[src/rtl/ibr_pkg.sv]
package ibr_pkg;
  localparam int HOST_W      = 32;
  localparam int REG_W       = 16;
  localparam int WR_FLAG_BIT = 15;
  localparam int BUSY_BIT    = 31;

  typedef enum logic {
    SEL_DATA = 1'b0,
    SEL_CMD  = 1'b1
  } host_sel_e;
endpackage

[src/rtl/ibr_access_seq.sv]
module ibr_access_seq #(
  parameter int ACCESS_CYCLES = 100,
  parameter int ADDR_W        = 8,
  parameter int DATA_W        = 16
) (
  input  logic              clk,
  input  logic              rst_n,
  input  logic              cmd_we,
  input  logic [ADDR_W-1:0] cmd_addr_in,
  input  logic              cmd_wr_in,
  input  logic              data_we,
  input  logic [DATA_W-1:0] data_in,
  input  logic [DATA_W-1:0] rd_data,
  output logic              busy,
  output logic [ADDR_W-1:0] cur_addr,
  output logic              cur_wr,
  output logic [DATA_W-1:0] data_port,
  output logic              acc_write
);
  localparam int CNT_W = $clog2(ACCESS_CYCLES + 1);
  localparam logic [CNT_W-1:0] CNT_LOAD = CNT_W'(ACCESS_CYCLES);
  localparam logic [CNT_W-1:0] CNT_LAST = CNT_W'(1);

  logic [CNT_W-1:0] cnt;
  logic             accept;
  logic             finish;

  assign busy      = (cnt != '0);
  assign finish    = (cnt == CNT_LAST);
  assign accept    = cmd_we && !busy;
  assign acc_write = finish && cur_wr;

  always_ff @(posedge clk) begin
    if (!rst_n) begin
      cnt      <= '0;
      cur_addr <= '0;
      cur_wr   <= 1'b0;
    end else if (accept) begin
      cnt      <= CNT_LOAD;
      cur_addr <= cmd_addr_in;
      cur_wr   <= cmd_wr_in;
    end else if (busy) begin
      cnt <= cnt - CNT_LAST;
    end
  end

  always_ff @(posedge clk) begin
    if (!rst_n) begin
      data_port <= '0;
    end else if (finish && !cur_wr) begin
      data_port <= rd_data;
    end else if (data_we && !busy) begin
      data_port <= data_in;
    end
  end

  AST_BUSY_AFTER_CMD: assert property (@(posedge clk) disable iff (!rst_n)
    accept |=> (busy && cnt == CNT_LOAD));
  AST_CNT_BOUND: assert property (@(posedge clk) disable iff (!rst_n)
    cnt <= CNT_LOAD);
  AST_CMD_HELD: assert property (@(posedge clk) disable iff (!rst_n)
    busy |=> ($stable(cur_addr) && $stable(cur_wr)));
  AST_DATA_HELD: assert property (@(posedge clk) disable iff (!rst_n)
    (busy && !finish) |=> $stable(data_port));
  AST_WRITE_KEEPS_DATA: assert property (@(posedge clk) disable iff (!rst_n)
    acc_write |=> $stable(data_port));
endmodule

[src/rtl/ibr_regfile.sv]
module ibr_regfile #(
  parameter int NUM_REGS = 16,
  parameter int ADDR_W   = 8,
  parameter int DATA_W   = 16
) (
  input  logic                       clk,
  input  logic                       rst_n,
  input  logic                       wr_en,
  input  logic [ADDR_W-1:0]          wr_addr,
  input  logic [DATA_W-1:0]          wdata,
  input  logic [ADDR_W-1:0]          rd_addr,
  output logic [DATA_W-1:0]          rdata,
  output logic [NUM_REGS*DATA_W-1:0] regs_flat
);
  localparam logic [ADDR_W:0] LIMIT = (ADDR_W + 1)'(NUM_REGS);

  logic [DATA_W-1:0] regs [NUM_REGS];
  logic              wr_hit;

  assign wr_hit = ({1'b0, wr_addr} < LIMIT);

  for (genvar g = 0; g < NUM_REGS; g++) begin : g_reg
    always_ff @(posedge clk) begin
      if (!rst_n) begin
        regs[g] <= '0;
      end else if (wr_en && wr_addr == ADDR_W'(g)) begin
        regs[g] <= wdata;
      end
    end
    assign regs_flat[g*DATA_W +: DATA_W] = regs[g];

    AST_WRITE_LANDS: assert property (@(posedge clk) disable iff (!rst_n)
      (wr_en && wr_addr == ADDR_W'(g)) |=> (regs[g] == $past(wdata)));
  end

  always_comb begin
    rdata = '0;
    for (int i = 0; i < NUM_REGS; i++) begin
      if (rd_addr == ADDR_W'(i)) rdata = regs[i];
    end
  end

  AST_UNIMPL_WRITE_DROPPED: assert property (@(posedge clk) disable iff (!rst_n)
    (wr_en && !wr_hit) |=> $stable(regs_flat));
endmodule

[src/rtl/indirect_reg_bridge.sv]
module indirect_reg_bridge #(
  parameter int ACCESS_CYCLES = 100,
  parameter int NUM_REGS      = 16,
  parameter int STA_BASE      = 0,
  parameter int ADDR_W        = 8
) (
  input  logic        clk,
  input  logic        rst_n,
  input  logic        host_req,
  input  logic        host_write,
  input  logic        host_sel,
  input  logic [31:0] host_wdata,
  output logic [31:0] host_rdata,
  output logic        busy,
  output logic [47:0] station_addr
);
  import ibr_pkg::*;

  localparam int FLAT_W = NUM_REGS * REG_W;

  host_sel_e          sel;
  logic               cmd_we;
  logic               data_we;
  logic [ADDR_W-1:0]  cur_addr;
  logic               cur_wr;
  logic [REG_W-1:0]   data_port;
  logic               acc_write;
  logic [REG_W-1:0]   rd_data;
  logic [FLAT_W-1:0]  regs_flat;
  logic [HOST_W-1:0]  cmd_view;
  logic               unused_bits;

  assign sel     = host_sel_e'(host_sel);
  assign cmd_we  = host_req && host_write && (sel == SEL_CMD);
  assign data_we = host_req && host_write && (sel == SEL_DATA);

  ibr_access_seq #(
    .ACCESS_CYCLES (ACCESS_CYCLES),
    .ADDR_W        (ADDR_W),
    .DATA_W        (REG_W)
  ) u_seq (
    .clk         (clk),
    .rst_n       (rst_n),
    .cmd_we      (cmd_we),
    .cmd_addr_in (host_wdata[ADDR_W-1:0]),
    .cmd_wr_in   (host_wdata[WR_FLAG_BIT]),
    .data_we     (data_we),
    .data_in     (host_wdata[REG_W-1:0]),
    .rd_data     (rd_data),
    .busy        (busy),
    .cur_addr    (cur_addr),
    .cur_wr      (cur_wr),
    .data_port   (data_port),
    .acc_write   (acc_write)
  );

  ibr_regfile #(
    .NUM_REGS (NUM_REGS),
    .ADDR_W   (ADDR_W),
    .DATA_W   (REG_W)
  ) u_regs (
    .clk       (clk),
    .rst_n     (rst_n),
    .wr_en     (acc_write),
    .wr_addr   (cur_addr),
    .wdata     (data_port),
    .rd_addr   (cur_addr),
    .rdata     (rd_data),
    .regs_flat (regs_flat)
  );

  assign station_addr = {regs_flat[STA_BASE*REG_W +: REG_W],
                         regs_flat[(STA_BASE+1)*REG_W +: REG_W],
                         regs_flat[(STA_BASE+2)*REG_W +: REG_W]};

  always_comb begin
    cmd_view                = '0;
    cmd_view[BUSY_BIT]      = busy;
    cmd_view[WR_FLAG_BIT]   = cur_wr;
    cmd_view[ADDR_W-1:0]    = cur_addr;
  end

  assign host_rdata = (sel == SEL_CMD) ? cmd_view : {{(HOST_W-REG_W){1'b0}}, data_port};

  assign unused_bits = ^{host_wdata[31:16], host_wdata[14:ADDR_W], regs_flat};

  AST_IDLE_CMD_STARTS: assert property (@(posedge clk) disable iff (!rst_n)
    (cmd_we && !busy) |=> (busy && cur_addr == $past(host_wdata[ADDR_W-1:0])));
  AST_BUSY_DATA_WRITE_IGNORED: assert property (@(posedge clk) disable iff (!rst_n)
    (data_we && busy && !acc_write && $past(busy)) |=> (data_port != $past(host_wdata[REG_W-1:0]) || $stable(data_port)));
endmodule

[config.mk]
export PLATFORM = sky130hd
export DESIGN_NAME = indirect_reg_bridge
export DESIGN_NICKNAME = d
export VERILOG_FILES = /design/src/rtl/ibr_pkg.sv /design/src/rtl/ibr_access_seq.sv /design/src/rtl/ibr_regfile.sv /design/src/rtl/indirect_reg_bridge.sv
export SDC_FILE = /design/constraint.sdc
export NUM_CORES = 1
export LEC_CHECK = 0
export ABC_AREA = 1
export CAP_MARGIN = 20
export CORE_UTILIZATION = 55
export CTS_CLUSTER_SIZE = 30
export DETAILED_ROUTE_END_ITERATION = 12
export PLACE_DENSITY_LB_ADDON = 0.3
export SLEW_MARGIN = 20
export SYNTH_ARGS = -nofsm -noshare
export SYNTH_HDL_FRONTEND = slang
export SYNTH_HIERARCHICAL = 1
export SYNTH_SLANG_ARGS = --single-unit
[constraint.sdc]
create_clock -name clk -period 3.25 [get_ports clk]
set_input_delay 0.65 -clock clk [delete_from_list [all_inputs] [get_ports clk]]
set_output_delay 0.65 -clock clk [all_outputs]
set_load 0.05 [all_outputs]
==> out/results.txt <==
WHS: 0.485 ns
HP Class: reg2reg
Final setup fails: 0
Top_reg_cell synth: edfxtp_1
CTS root buf: clkbuf_16
Top Metal Used: met4
Floorplan core area: 24200 µm²
Post-DRT Antenna Nets: 0
Die area: 25300 µm²
Setup_tns: 0 ns
Minimum clock period: 3.09 ns
1st-iter DRT viols: 1191
H-tree depth: 1
CTS tree: done
Slew Limit Fails: 0
Clock-pin slew on the worst setup and hold paths: 0.06 ns
Outcome: complete, no violations
Syn Area/Cell: 9.23 µm²
Reg2reg path depth: 18
CTS resizes: 0
IO Port Bufs: 86
WS Path Type: reg2out
Async S/R FF share, synth: 0%
DR vias/cell: 5.50
Gpl congestion: 0.929
Register area share after synthesis: 61.3%
Clock Latency Late Sink: 0.56 ns
Most common library cell in the layout ignoring fill and taps: nor2_1
Average wire per cell in the routed design: 19.0 µm
Largest net degree at the start of global routing: 34
Leakage power: 6.03 nW
CP Capture Type: primary output
Initial antenna violation count: 0
Post-synthesis cell type count: 38
Leading post-synthesis cells by cell area: edfxtp_1 (57%), nor2_1 (10%), nand2_1 (10%)
Pre-CTS setup slack: 0.292 ns
Syn Inst Count: 1471
Achievable Freq: 0.324 GHz
CP max FO: 9
VDD IR max: 476 µV
Final core occ: 65.2%
FP Rows: 57
Remaining DRCs: 0
# hold bufs at CTS: 0
# fillers: 1904
Post-Route WL: 36.2 mm
WHS Path Cells: 2
Slew @ Worst Pin: 0.911 ns
Cell Area, Synth: 13600 µm²
FF+latch count, synth: 288
Final HPWL DP: 24.5 mm
GRT overflow: 0
Final net count: 1600
Worst setup SP type: flop
Clock Skew: 0.0159 ns
PwrDens: 662 nW/µm²
Met2 Routed Length: 17.6 mm
Clk sinks: 288
Vias in the first global route: 9994
Critical Path RT: 2.60 ns
Total GRT Usage: 28.7%
Drt pass-1 iters: 5
Worst Path Arrival: 2.44 ns
Number of enable flip-flop cells after synthesis: 256
Layout cell share with drive strength beyond 1: 10.4%
Max_cap viols: 0
Die width: 159 µm
First-pass GRT wire length: 55.2 mm
Final Hold Viols: 0
Max Root-Sink Buffers: 3
Area growth from synthesis to layout: 16.4%
Synth top area share: 56.6%
Setup bufs post-CTS: 0
Vias: 10500
Commonest cells after routing, fill and taps aside: nor2_1 (377), nand2_1 (361), edfxtp_1 (256)
RSZ-0062 raised after global routing: no
Final setup margin: 0.162 ns
CTS Buf Count: 30
ANT cells: 0
Relative slew margins: 39.1%
Die Span Y: 159 µm
Initial Util: 56.0%
Largest area contributor in the netlist: edfxtp_1
Final worst path period share: 95.0%
Boundary Pins: 118
Yosys Warn Count: 6
Metal3 WL: 3.21 mm
M1 WL: 14.2 mm
[worst max-delay path: stages, from the launching register on]
cell	delay, ns
dfxtp_1	0.36
inv_1	0.12
ha_1	0.22
inv_1	0.14
nor2_8	0.07
nand2_4	0.15
clkdlybuf4s50_1	0.83
[sequential cells by signal (all words and copies together) (netlist names)]
register         count
u_regs/regs        256
u_seq/data_port     16
u_seq/cur_addr       8
u_seq/cnt            7
u_seq/cur_wr         1
[worst paths after layout]
check | from | to | slack, ns
max reg2reg | u_seq/cur_addr[0]$_SDFFE_PN0P_ | u_seq/data_port[10]$_SDFFE_PN0P_ | 0.34
min reg2reg | u_seq/cnt[3]$_SDFFE_PP0P_ | u_seq/cnt[3]$_SDFFE_PP0P_ | 0.48
max | u_seq/cnt[0]$_SDFFE_PP0P_ | busy | 0.16
min | u_seq/cnt[3]$_SDFFE_PP0P_ | u_seq/cnt[3]$_SDFFE_PP0P_ | 0.48
[synthesized netlist by cell type (2+ instances only)]
master	count
nor2_8	2
dfxtp_1	32
ha_1	3
inv_2	5
nor2_2	10
nor3_1	9
inv_1	108
o211ai_1	5
nand2_2	2
nor4_4	2
buf_1	3
nand2_4	3
buf_6	6
buf_4	17
nand3_1	90
nand2_1	361
nand4_1	51
nand3b_1	16
nand3_4	2
and2_1	4
edfxtp_1	256
clkbuf_1	38
or2_2	26
nor2_1	378
o21ai_0	4
o21a_1	2
nor2_4	3
buf_2	15
a21oi_1	9
[per-stage QoR]
stage | total power (W) | area, µm² | instances
global placement | 0.00700 | 14800 | 1852
global route | 0.0108 | 15800 | 1908
detailed placement | 0.00705 | 14800 | 1852
finish | 0.0105 | 15800 | 1908
CTS | 0.0105 | 15800 | 1908
floorplan | 0.00612 | 13600 | 1485
[logic make-up after synthesis]
group,after synthesis,synth area share [%]
buffers and inverters,197,6.66
DFF,288,61.3
other,1,0.0276
AOI/OAI and AO/OA,20,0.866
adders and majority gates,3,0.276
and+or+nand+nor,962,30.8
[layer usage]
metal | track usage, % | up-vias
met4 | 11.3 | 0
met3 | 3.57 | 78
met2 | 49.0 | 541
met1 | 37.6 | 4941
met5 | 0 | -
li1 | - | 4939
[power breakdown]
group          internal (W)  switching, W  total [W]  leakage, nW
registers           0.00425      0.000125    0.00438         2.90
clock network       0.00204       0.00140    0.00344        0.500
logic              0.000645       0.00201    0.00265         2.62
total               0.00694       0.00353     0.0105         6.03
[final cells by class]
| cell class | instances | area (µm²) | area share (%) |
|---|---|---|---|
| clock buffers | 41 | 877 | 5.55 |
| clock inverters | 15 | 124 | 0.783 |
| inverters | 116 | 445 | 2.82 |
| multi-input cells | 1000 | 4410 | 27.9 |
| flip-flops and latches | 288 | 8330 | 52.7 |
| well taps | 324 | 405 | 2.56 |
| repair buffers | 124 | 1220 | 7.74 |
Power figures use the tool's default switching activity.
